--- src/rtl/dma_chan_pkg.sv ---
package dma_chan_pkg;
   typedef enum logic [1:0] {
      XF_VERIFY = 2'b00,
      XF_WRITE  = 2'b01,
      XF_READ   = 2'b10,
      XF_RSVD   = 2'b11
   } xfer_t;

   typedef enum logic [1:0] {
      SEL_ADDR  = 2'd0,
      SEL_COUNT = 2'd1,
      SEL_MODE  = 2'd2,
      SEL_MASK  = 2'd3
   } sel_t;

   // bit 3 decrement, bit 2 autoinitialize, bits 1:0 transfer type
   typedef struct packed {
      logic  dec;
      logic  auto_en;
      xfer_t kind;
   } mode_t;

   // bit 3 mem_rd, bit 2 mem_wr, bit 1 io_rd, bit 0 io_wr
   typedef struct packed {
      logic mem_rd;
      logic mem_wr;
      logic io_rd;
      logic io_wr;
   } strobe_t;
endpackage

--- src/rtl/dma_addr_unit.sv ---
module dma_addr_unit #(
   parameter int ADDR_W = 16
) (
   input  logic              clk,
   input  logic              rst_n,
   input  logic              load,
   input  logic [ADDR_W-1:0] load_val,
   input  logic              step,
   input  logic              dec,
   input  logic              reload,
   output logic [ADDR_W-1:0] cur,
   output logic [ADDR_W-1:0] base
);
   localparam logic [ADDR_W-1:0] ONE = ADDR_W'(1);

   always_ff @(posedge clk) begin
      if (!rst_n) begin
         cur  <= '0;
         base <= '0;
      end else if (load) begin
         cur  <= load_val;
         base <= load_val;
      end else if (reload) begin
         cur  <= base;
      end else if (step) begin
         cur  <= dec ? cur - ONE : cur + ONE;
      end
   end
endmodule

--- src/rtl/dma_count_unit.sv ---
module dma_count_unit #(
   parameter int CNT_W = 16
) (
   input  logic             clk,
   input  logic             rst_n,
   input  logic             load,
   input  logic [CNT_W-1:0] load_val,
   input  logic             step,
   input  logic             reload,
   output logic [CNT_W-1:0] cur,
   output logic [CNT_W-1:0] base,
   output logic             wrap
);
   localparam logic [CNT_W-1:0] ONE = CNT_W'(1);

   assign wrap = step && (cur == '0);

   always_ff @(posedge clk) begin
      if (!rst_n) begin
         cur  <= '0;
         base <= '0;
      end else if (load) begin
         cur  <= load_val;
         base <= load_val;
      end else if (reload) begin
         cur  <= base;
      end else if (step) begin
         cur  <= cur - ONE;
      end
   end
endmodule

--- src/rtl/dma_strobe_dec.sv ---
module dma_strobe_dec
   import dma_chan_pkg::*;
#(
   parameter bit STROBE_LOW = 1'b0
) (
   input  xfer_t       kind,
   input  logic        active,
   input  logic        ready,
   output logic [3:0]  stb_hi,
   output logic [3:0]  stb_pin,
   output logic        wait_req
);
   strobe_t s;
   logic    moves_data;

   always_comb begin
      s          = '0;
      moves_data = 1'b0;
      unique case (kind)
         XF_WRITE: begin
            s.mem_wr   = active;
            s.io_rd    = active;
            moves_data = 1'b1;
         end
         XF_READ: begin
            s.mem_rd   = active;
            s.io_wr    = active;
            moves_data = 1'b1;
         end
         default: ;
      endcase
   end

   assign stb_hi   = s;
   assign wait_req = moves_data && active && !ready;

   generate
      if (STROBE_LOW) begin : g_low
         assign stb_pin = ~stb_hi;
      end else begin : g_high
         assign stb_pin = stb_hi;
      end
   endgenerate
endmodule

--- src/rtl/dma_chan_regs.sv ---
module dma_chan_regs
   import dma_chan_pkg::*;
#(
   parameter int ADDR_W     = 16,
   parameter int CNT_W      = 16,
   parameter bit STROBE_LOW = 1'b0,
   localparam int DATA_W    = (ADDR_W > CNT_W) ? ADDR_W : CNT_W
) (
   input  logic              clk,
   input  logic              rst_n,
   input  logic              cpu_wr_en,
   input  logic [1:0]        cpu_sel,
   input  logic [DATA_W-1:0] cpu_wdata,
   input  logic              step,
   input  logic              ext_eop,
   input  logic              xfer_active,
   input  logic              ready,
   output logic [ADDR_W-1:0] cur_addr,
   output logic [CNT_W-1:0]  cur_count,
   output logic [ADDR_W-1:0] base_addr,
   output logic [CNT_W-1:0]  base_count,
   output logic              mask,
   output logic              tc,
   output logic              eop_out,
   output logic              mem_rd,
   output logic              mem_wr,
   output logic              io_rd,
   output logic              io_wr,
   output logic              wait_req
);
   generate
      if (ADDR_W < 4 || ADDR_W > 32) begin : g_bad_addr
         $error("dma_chan_regs: ADDR_W must lie in 4..32");
      end
      if (CNT_W < 4 || CNT_W > 32) begin : g_bad_cnt
         $error("dma_chan_regs: CNT_W must lie in 4..32");
      end
   endgenerate

   mode_t      mode_q;
   logic       mask_q;
   logic       tc_q;
   logic       eop_q;
   logic       live;
   logic       eff_step;
   logic       wrap;
   logic       eop_now;
   logic       reload;
   logic       ld_addr;
   logic       ld_cnt;
   logic       auto_en_w;
   logic       dec_w;
   logic [1:0] kind_w;
   logic [3:0] stb_vec;
   logic [3:0] stb_pin;

   assign live      = !mask_q && !cpu_wr_en;
   assign eff_step  = live && step;
   assign eop_now   = live && (ext_eop || wrap);
   assign reload    = eop_now && mode_q.auto_en;
   assign ld_addr   = cpu_wr_en && (cpu_sel == SEL_ADDR);
   assign ld_cnt    = cpu_wr_en && (cpu_sel == SEL_COUNT);
   assign auto_en_w = mode_q.auto_en;
   assign dec_w     = mode_q.dec;
   assign kind_w    = mode_q.kind;

   dma_addr_unit #(.ADDR_W(ADDR_W)) u_addr (
      .clk      (clk),
      .rst_n    (rst_n),
      .load     (ld_addr),
      .load_val (cpu_wdata[ADDR_W-1:0]),
      .step     (eff_step),
      .dec      (mode_q.dec),
      .reload   (reload),
      .cur      (cur_addr),
      .base     (base_addr)
   );

   dma_count_unit #(.CNT_W(CNT_W)) u_cnt (
      .clk      (clk),
      .rst_n    (rst_n),
      .load     (ld_cnt),
      .load_val (cpu_wdata[CNT_W-1:0]),
      .step     (eff_step),
      .reload   (reload),
      .cur      (cur_count),
      .base     (base_count),
      .wrap     (wrap)
   );

   dma_strobe_dec #(.STROBE_LOW(STROBE_LOW)) u_stb (
      .kind     (mode_q.kind),
      .active   (xfer_active),
      .ready    (ready),
      .stb_hi   (stb_vec),
      .stb_pin  (stb_pin),
      .wait_req (wait_req)
   );

   always_ff @(posedge clk) begin
      if (!rst_n) begin
         mode_q <= '0;
         mask_q <= 1'b1;
         tc_q   <= 1'b0;
         eop_q  <= 1'b0;
      end else begin
         tc_q  <= wrap;
         eop_q <= eop_now;
         if (cpu_wr_en && cpu_sel == SEL_MODE) begin
            mode_q <= mode_t'(cpu_wdata[3:0]);
         end
         if (cpu_wr_en && cpu_sel == SEL_MASK) begin
            mask_q <= cpu_wdata[0];
         end else if (eop_now && !mode_q.auto_en) begin
            mask_q <= 1'b1;
         end
      end
   end

   assign mask    = mask_q;
   assign tc      = tc_q;
   assign eop_out = eop_q;
   assign mem_rd  = stb_pin[3];
   assign mem_wr  = stb_pin[2];
   assign io_rd   = stb_pin[1];
   assign io_wr   = stb_pin[0];
endmodule

--- config.mk ---
export PLATFORM = sky130hd
export DESIGN_NAME = dma_chan_regs
export DESIGN_NICKNAME = d
export VERILOG_FILES = /design/src/rtl/dma_chan_pkg.sv /design/src/rtl/dma_addr_unit.sv /design/src/rtl/dma_count_unit.sv /design/src/rtl/dma_strobe_dec.sv /design/src/rtl/dma_chan_regs.sv
export SDC_FILE = /design/constraint.sdc
export NUM_CORES = 1
export LEC_CHECK = 0
export BUFFER_PORTS_ARGS = -buffer_cell sky130_fd_sc_hd__clkbuf_2
export CAP_MARGIN = 40
export CORE_MARGIN = 2
export CORE_UTILIZATION = 49
export CTS_BUF_LIST = sky130_fd_sc_hd__clkbuf_2
export DETAILED_ROUTE_END_ITERATION = 16
export GPL_TIMING_DRIVEN = 0
export HOLD_SLACK_MARGIN = 0.03
export PLACE_DENSITY = 0.74
export SLEW_MARGIN = 25
export SYNTH_ARGS = -nofsm -noshare
export SYNTH_HDL_FRONTEND = slang
export SYNTH_SLANG_ARGS = --single-unit
--- constraint.sdc ---
create_clock -name clk -period 3.8 [get_ports clk]
set_clock_uncertainty 0.1 [all_clocks]
set_input_delay 0.19 -clock clk [delete_from_list [all_inputs] [get_ports clk]]
set_output_delay 0.19 -clock clk [all_outputs]
set_load 0.01 [all_outputs]
==> impl_metrics.yaml, run 1 <==
timing:
  setup_viol: 0
  worst_slew_pin_slew_ps: 776.6
  fin_ws_ps: 341.3
  timing.setup.tns_ps: 0
  fin_crit_ps: 3459
  finalHoldViolCount: 0
  period_share: 0.9102
  fmax_mhz: 289.1
  max_slew_margin: 0.4804
  hold-worst-slack_ps: 59.72
  grt_setup_unrepaired: "false"
  drv_slew: 0
setup_path:
  slowest_stage: "dfxtp_1"
  crit_required_ps: 4130
  critPathKind: "flip-flop to flip-flop"
  arrival_ps: 3790
  slowest_delay_ps: 830
  cp-start-kind: "flip-flop"
  crit_path_end_kind: "flip-flop"
  crit_chain: "ha_1 > a21o_1 > a31o_2 > o31ai_1 > o221ai_1 > o41ai_1 > nand3b_1 > nor2b_1"
  critPathMaxFanout: 17
logic_synthesis:
  synth_edf_count: 0
  muxShareOfSynthArea: 0.01229
  synth_simple_gate_area_frac: 0.2437
  ys_types: 60
  synth_top_cell_by_area: "dfxtp_1"
  synth_top_family_by_area: "compound AO/OA/AOI/OAI gates"
  netlist_instances: 527
  ys_seq_area_frac: 0.3405
  synth_top_cells_by_count: "nand2_1, dfxtp_1, a21boi_0"
  synthArstFlopShare: 0
  syn_nets: 571
  synthDominantCellAreaShare: 0.3405
  yosysMostFrequentCell: "nand2_1"
  avgSynthCellArea_sq_um: 7.920
  yosysWarningCount: 0
  synthTopCellsByArea: "dfxtp_1, nand2_1, a21boi_0"
  ys_ff_latch: 71
  synth_compound_area_frac: 0.2476
  synth-xor-area-share: 0.05246
  syn_area_sq_um: 4174
  synth-adder-area-share: 0.05875
  synth_ff_type: "dfxtp_1"
run:
  maxCapViolations: 0
place:
  post-place-ws_ps: 441.6
  gp_congestion: 0.9163
  dp_hpwl_mm: 9.899
  portBuffers: 95
  dpl.cell_count: 727
clock_tree:
  htreeDepth: 3
  cts.sinks: 71
  cts_resized: 0
  cts_buffers: 9
  post_cts_buffers: 0
  clk_pin_slew_ps: 180
  cts_tree: "done"
  clockRootBuffer: "clkbuf_2"
  cts_hold_buf: 21
  clk_latency_ps: 530
  clock_path_buffers: 2
route:
  vias: 4569
  wl_per_cell_um: 17.68
  ant_nets: 0
  drtPass1Iterations: 7
  drt_iter0_markers: 361
  via_per_inst: 5.996
  drt_wl_total_mm: 13.48
  drc: 0
final_layout:
  nets: 699
  n_antenna_cell: 0
  layout-drive-gt1-share: 0.1948
  layoutNonFillerInstCount: 762
  syn_to_final_growth_pct: 21.22
power:
  power_density_nw_per_um2: 284.4
  p_leak_uw: 0.002227
  irDropWorstVdd_mv: 0.1715
  power_uw: 1439
floorplan:
  start_util: 0.5080
  core_area_sq_um: 8217
  row_count: 33
  die_w_um: 96.30
  fp.dieH_um: 96.30
  io_pins: 97
  dieArea_sq_um: 9273
grt:
  grt_pass1_wl_mm: 20.71
  grt_pass1_vias: 4145
  grtUsageTotal: 0.2940
  grt_max_degree: 18
  antenna_found_initial: 0
  overflow: 0
run_status:
  status: "completed"
hold_path:
  hp-class: "primary input to flip-flop"
kinds of logic (layout without fill, tap and decap cells):
logic type,after synthesis,after routing
simple gates,216,216
compound gates,150,150
flops,71,71
buf+inv,41,171
xor+xnor,25,25
fa+ha+maj,19,19
mux,5,5
worst paths after layout:
check        cells after the start                     endpoint  slack [ps]                        start
min reg2reg                      2   u_addr.cur[3]$_SDFFE_PN0P_         390  u_addr.base[3]$_SDFFE_PN0P_
max reg2reg                      8  u_addr.cur[15]$_SDFFE_PN0P_         340           dec_w$_SDFFE_PN0P_
min                              5  u_addr.cur[15]$_SDFFE_PN0P_          60                        rst_n
max                              8  u_addr.cur[15]$_SDFFE_PN0P_         340           dec_w$_SDFFE_PN0P_
registers in the layout, summed over array words and instances (netlist names):
signal	cells
auto_en_w	1
u_addr.base	16
u_cnt.cur	16
kind_w	2
u_cnt.base	16
dec_w	1
u_addr.cur	16
mask	1
eop_out	1
tc	1
placed cells by master, fill, tap and decap left out, drive strengths merged, types with 2 or more instances in the layout:
master | synthesis | routed
clkbuf | 21 | 126
nand2 | 108 | 108
dfxtp | 71 | 71
a21boi | 37 | 37
o21ai | 33 | 33
nor2 | 29 | 29
a21oi | 24 | 24
dlygate4sd3 | 0 | 21
ha | 18 | 18
nand3 | 16 | 16
nor3 | 14 | 14
xor2 | 14 | 14
nor2b | 14 | 14
inv | 11 | 11
xnor2 | 11 | 11
o31ai | 10 | 10
a21o | 10 | 10
buf | 8 | 9
and2 | 8 | 8
a222oi | 6 | 6
o221ai | 6 | 6
o211ai | 5 | 5
nor4 | 5 | 5
nand4 | 4 | 4
mux2i | 4 | 4
clkinv | 1 | 4
nor3b | 3 | 3
a31o | 3 | 3
a31oi | 3 | 3
a211o | 3 | 3
nand3b | 3 | 3
or3 | 3 | 3
or4 | 2 | 2
nand2b | 2 | 2
a221oi | 2 | 2
worst max-delay path, delay by kind of cell (launching register included):
| kind | cells | cell delay [ps] |
|---|---|---|
| flops | 1 | 830 |
| fa+ha+maj | 1 | 420 |
| simple gates | 2 | 280 |
| compound gates | 5 | 1730 |
power breakdown:
| part | leakage, uW | switching [uW] | internal (uW) |
|---|---|---|---|
| Clock | 0.0000509 | 261 | 74.3 |
| Sequential | 0.000577 | 33.5 | 773 |
| Combinational | 0.00160 | 169 | 129 |
cell type report:
type                       count  area, sq um
timing repair buffer         117        690.7
clock inverter                 3        13.76
tap                          105        131.4
inverter                      12        45.04
sequential                    71         1421
clock buffer                  10        50.05
buffer                        29        141.4
multi-input combinational    415         2566
fill                         771         3157
through the flow:
stage | area [sq um] | util
after floorplan | 4174 | -
after global routing | 5060 | 0.6158
after CTS | 5055 | 0.6152
final | 5060 | 0.6158
after detailed placement | 4781 | 0.5818
after global placement | 4781 | 0.5818
routing by layer:
layer / track usage / part of all wire / vias to the layer above
met5: 0 / 0 / -
met4: 0.1068 / 0.029 / 0
met3: 0.05090 / 0.077 / 38
met2: 0.4838 / 0.47 / 238
met1: 0.3861 / 0.43 / 2158
li1: - / - / 2135
Note: power is estimated with default switching activity, not from simulation.
==> run 2: changes to the inputs <==
--- a/config.mk
+++ b/config.mk
@@ -10,6 +10,7 @@
 export CORE_MARGIN = 2
 export CORE_UTILIZATION = 49
 export CTS_BUF_LIST = sky130_fd_sc_hd__clkbuf_2
+export CTS_CLUSTER_SIZE = 8
 export DETAILED_ROUTE_END_ITERATION = 16
 export GPL_TIMING_DRIVEN = 0
 export HOLD_SLACK_MARGIN = 0.03
==> constraint.sdc (replaced) <==
create_clock -name clk -period 3.8 [get_ports clk]
set_clock_uncertainty 0.1 [all_clocks]
set_input_delay 0.76 -clock clk [delete_from_list [all_inputs] [get_ports clk]]
set_output_delay 0.76 -clock clk [all_outputs]
set_load 0.01 [all_outputs]
==> impl_metrics.yaml, run 2 (synthesized netlist as in run 1, its figures left out) <==
power:
  p_leak_uw: 0.002139
  internal-power_uw: 961.8
  clkPwrFrac: 0.235
  netSwitchingFraction: 0.3229
  power_uw: 1421
  irDropWorstVdd_mv: 0.1701
  combPwrFrac: 0.198
  switchingPower_uw: 458.8
  sequentialPowerShare: 0.567
  power_density_nw_per_um2: 292.9
final_layout:
  layoutNonFillerInstCount: 741
  final_common_cell: "nand2_1"
  fin_area_sq_um: 4850
  layout-drive-gt1-share: 0.2013
  mostFrequentLayoutCells: "nand2_1, clkbuf_2, dfxtp_1"
  n_antenna_cell: 0
  syn_to_final_growth_pct: 16.19
  nets: 678
timing:
  worst_slew_pin_slew_ps: 761.5
  timing.setup.tns_ps: 0
  setup_viol: 0
  fmax_mhz: 287.1
  finalHoldViolCount: 0
  fin_crit_ps: 3483
  drv_slew: 0
  fin_ws_ps: 316.9
  period_share: 0.9166
  grt_setup_unrepaired: "false"
  max_slew_margin: 0.4904
setup_path:
  critPathMaxFanout: 17
  r2r_end: "u_addr.cur[15]$_SDFFE_PN0P_"
  crit_required_ps: 4120
  arrival_ps: 3810
  cp-start-kind: "flip-flop"
  critPathKind: "flip-flop to flip-flop"
  rr_worst_depth: 8
  r2r_start: "dec_w$_SDFFE_PN0P_"
  r2r_slack_ps: 320
  crit_path_end_kind: "flip-flop"
floorplan:
  io_pins: 97
  fp.dieH_um: 96.30
  dieArea_sq_um: 9273
  start_util: 0.5080
  die_w_um: 96.30
  core_area_sq_um: 8217
  row_count: 33
route:
  drt_iter0_markers: 362
  ant_nets: 0
  drc: 0
  drt_wl_total_mm: 13.17
  drtPass1Iterations: 7
  vias: 4383
  via_per_inst: 5.915
  wl_per_cell_um: 17.77
place:
  place_area_sq_um: 4781
  dp_hpwl_mm: 9.899
  dpl.cell_count: 727
  portBuffers: 95
  gp_congestion: 0.9163
  post-place-ws_ps: 414.5
grt:
  overflow: 0
  grt_max_degree: 18
  grt_pass1_wl_mm: 20.29
  grt_pass1_vias: 4012
  grtUsageTotal: 0.2882
  antenna_found_initial: 0
hold_path:
  hold_depth: 2
  hp-class: "flip-flop to flip-flop"
  hold_start: "u_addr.base[3]$_SDFFE_PN0P_"
  whs_endpoint: "u_addr.cur[3]$_SDFFE_PN0P_"
clock_tree:
  cts_hold_buf: 0
  clock_path_buffers: 2
  cts_buffers: 9
  htreeDepth: 3
  clk_pin_slew_ps: 190
  cts_tree: "done"
  post_cts_buffers: 0
  clockRootBuffer: "clkbuf_2"
  clk_latency_ps: 520
  cts.sinks: 71
  cts_resized: 0
run_status:
  status: "completed"
run:
  maxCapViolations: 0
==> run 2: cell types whose count changed in the layout (fill, tap and decap cells not counted), sizes merged <==
cell         before  now
dlygate4sd3      21    0
==> run 2: power groups by stage <==
stage	clock network, uW	logic [uW]	registers, uW
after floorplan	0	172	825
after detailed placement	0	275	821
after global placement	0	270	820
after global routing	365	309	810
final	334	281	806
after CTS	334	277	805
==> run 2: metal layers <==
| layer | GRT usage | vias up | share of wire |
|---|---|---|---|
| li1 | - | 2093 | - |
| met1 | 0.3869 | 2050 | 0.43 |
| met2 | 0.4635 | 211 | 0.46 |
| met3 | 0.05168 | 29 | 0.089 |
| met4 | 0.1033 | 0 | 0.025 |
| met5 | 0 | - | 0 |
==> run 2: cell type report <==
class,count,area (sq um)
Fill cell,794,3367
Multi-Input combinational cell,415,2566
Sequential cell,71,1421
Timing Repair Buffer,96,480.5
Buffer,29,141.4
Tap cell,105,131.4
Clock buffer,10,50.05
Inverter,12,45.04
Clock inverter,3,13.76
==> run 2: worst max-delay path by stage <==
stage / endpoint / cells past startpoint / from / slack, ps
floorplan: u_addr.cur[15]$_SDFFE_PN0P_ / 8 / dec_w$_SDFFE_PN0P_ / 1110
global placement: u_addr.cur[4]$_SDFFE_PN0P_ / 7 / cpu_wr_en / 470
detailed placement: u_addr.cur[2]$_SDFFE_PN0P_ / 7 / cpu_wr_en / 410
CTS: u_addr.cur[15]$_SDFFE_PN0P_ / 8 / dec_w$_SDFFE_PN0P_ / 400
global route: u_addr.cur[15]$_SDFFE_PN0P_ / 8 / dec_w$_SDFFE_PN0P_ / 230
finish: u_addr.cur[15]$_SDFFE_PN0P_ / 8 / dec_w$_SDFFE_PN0P_ / 320
==> run 2: worst max-delay path, stage by stage (launching register included) <==
cell	delay, ps
dfxtp_1	830
ha_1	420
a21o_1	200
a31o_2	230
o31ai_1	480
o221ai_1	280
o41ai_1	550
nand3b_1	140
nor2b_1	150
==> run 2: per-stage QoR <==
stage | util | hold WS, ps
6_report | 0.5902 | 391.2
2_1_floorplan | - | 386.4
3_3_place_gp | 0.5818 | 370.3
5_1_grt | 0.5902 | 408.4
3_5_place_dp | 0.5818 | 375.4
4_1_cts | 0.5896 | 396.2
==> run 3: changes to the inputs <==
--- a/config.mk
+++ b/config.mk
@@ -7,15 +7,15 @@
 export LEC_CHECK = 0
 export BUFFER_PORTS_ARGS = -buffer_cell sky130_fd_sc_hd__clkbuf_2
 export CAP_MARGIN = 40
-export CORE_MARGIN = 2
 export CORE_UTILIZATION = 49
 export CTS_BUF_LIST = sky130_fd_sc_hd__clkbuf_2
 export CTS_CLUSTER_SIZE = 8
 export DETAILED_ROUTE_END_ITERATION = 16
 export GPL_TIMING_DRIVEN = 0
 export HOLD_SLACK_MARGIN = 0.03
-export PLACE_DENSITY = 0.74
+export PLACE_DENSITY = 0.73
 export SLEW_MARGIN = 25
 export SYNTH_ARGS = -nofsm -noshare
 export SYNTH_HDL_FRONTEND = slang
+export SYNTH_HIERARCHICAL = 1
 export SYNTH_SLANG_ARGS = --single-unit
==> impl_metrics.yaml, run 3 <==
power:
  power_uw: 1535
  power_density_nw_per_um2: 303.7
  irDropWorstVdd_mv: 0.2054
  p_leak_uw: 0.002341
floorplan:
  io_pins: 97
  core_area_sq_um: 8382
  fp.dieH_um: 95.79
  start_util: 0.5143
  row_count: 33
  dieArea_sq_um: 9176
  die_w_um: 95.79
final_layout:
  final_common_cell: "clkbuf_2"
  n_antenna_cell: 0
  mostFrequentLayoutCells: "clkbuf_2, dfxtp_1, nand2_1"
  layout-drive-gt1-share: 0.2356
  fin_area_sq_um: 5055
  fin_util: 0.6031
  syn_to_final_growth_pct: 17.27
  nets: 680
logic_synthesis:
  avgSynthCellArea_sq_um: 8.148
  yosysWarningCount: 6
  netlist_instances: 529
  syn_area_sq_um: 4310
  syn_nets: 572
clock_tree:
  cts_buffers: 9
  clk_latency_ps: 500
  cts_hold_buf: 0
  clk_pin_slew_ps: 190
  htreeDepth: 3
  cts_tree: "done"
  cts.sinks: 71
  clock_path_buffers: 2
  clockRootBuffer: "clkbuf_2"
grt:
  overflow: 0
  grt_max_degree: 18
  antenna_found_initial: 0
  grt_pass1_wl_mm: 20.33
  grt_pass1_vias: 4157
  grtUsageTotal: 0.2902
route:
  drt_wl_total_mm: 12.95
  wl_per_cell_um: 17.36
  vias: 4571
  drc: 0
  via_per_inst: 6.127
  drt_iter0_markers: 327
  drtPass1Iterations: 5
  ant_nets: 0
setup_path:
  crit_path_end_kind: "flip-flop"
  r2r_slack_ps: 320
  r2r_start: "u_cnt/cur[0]$_SDFFE_PN0P_"
  rr_worst_depth: 15
  critPathKind: "primary input to flip-flop"
  arrival_ps: 3800
  critPathMaxFanout: 10
  crit_required_ps: 4100
  r2r_end: "u_cnt/cur[11]$_SDFFE_PN0P_"
  cp-start-kind: "primary input"
hold_path:
  hold_depth: 2
  whs_endpoint: "u_addr/base[11]$_SDFFE_PN0P_"
  hp-class: "flip-flop to flip-flop"
  hold_start: "u_addr/base[11]$_SDFFE_PN0P_"
timing:
  worst_slew_pin_slew_ps: 765.6
  finalHoldViolCount: 0
  fin_crit_ps: 3497
  setup_viol: 0
  period_share: 0.9201
  fmax_mhz: 286.0
  grt_setup_unrepaired: "false"
  max_slew_margin: 0.4889
  drv_slew: 0
run_status:
  status: "completed"
place:
  gp_congestion: 0.9137
  portBuffers: 96
  dp_hpwl_mm: 9.761
  place_area_sq_um: 4927
run:
  maxCapViolations: 0
run 3: changes by cell type in the layout (fill, tap and decap cells not counted), moves of 9 or more:
| cell | delta |
|---|---|
| a21oi_1 | +27 |
| mux2i_1 | +19 |
| a21boi_0 | -34 |
| nor2_1 | +13 |
| nand2_1 | -54 |
| a31oi_1 | +9 |
| clkbuf_1 | -9 |
run 3: timing repair:
action                     4_1_cts  5_1_grt
resized for setup                4        1
setup endpoints to repair       27       20
setup buffers                    0        2
pin swaps                        0        1
run 3: through the flow:
stage               std cells  hold slack, ps  setup TNS, ps  setup WS [ps]
floorplan                 529           389.6              0          86.99
global route              746           394.0              0          82.17
finish                    746           399.1              0          303.5
CTS                       745           402.3              0          21.23
detailed placement        730           379.8         -23220          -1024
global placement          730           368.9         -38420          -1488
run 3: worst max-delay path, stage by stage:
cell	delay (ps)
clkbuf_2	160
nor3b_4	320
buf_6	180
clkbuf_2	250
inv_2	120
nor4_2	320
nor2_1	100
nor3_1	170
and2_1	350
buf_6	180
or3_1	100
clkbuf_1	350
nand4_1	150
nor3_1	170
a211oi_1	90
run 3: worst max-delay path by stage:
stage               cells after the start                 startpoint                           to  slack (ps)
floorplan                              13                       step   u_addr/cur[7]$_SDFFE_PN0P_          90
global placement                       13                  cpu_wr_en   u_addr/cur[4]$_SDFFE_PN0P_       -1490
detailed placement                     13                  cpu_wr_en   u_addr/cur[4]$_SDFFE_PN0P_       -1020
CTS                                    13          mask$_SDFFE_PN1P_  u_addr/cur[10]$_SDFFE_PN0P_          20
global route                           13  u_cnt/cur[0]$_SDFFE_PN0P_   u_addr/cur[4]$_SDFFE_PN0P_          80
finish                                 15                  cpu_wr_en   u_cnt/cur[11]$_SDFFE_PN0P_         300
run 3: routing by layer:
metal,global-route usage,part of all wire
met1,0.3872,0.44
met2,0.4536,0.44
met3,0.07109,0.087
met4,0.1057,0.032
met5,0,0
run 3: report_power, final:
| group | leakage (uW) | internal, uW | switching (uW) |
|---|---|---|---|
| logic | 0.00170 | 128 | 181 |
| clock network | 0.0000629 | 146 | 267 |
| registers | 0.000578 | 776 | 37.6 |
| total | 0.00234 | 1050 | 485 |
run 3: area by class of cell:
class | instances | area, sq um
sequential | 71 | 1421
fill | 813 | 3327
clock buffer | 10 | 50.05
tap | 105 | 131.4
clock inverter | 5 | 50.05
timing repair buffer | 98 | 495.5
buffer | 31 | 172.7
inverter | 17 | 63.81
multi-input combinational | 409 | 2670
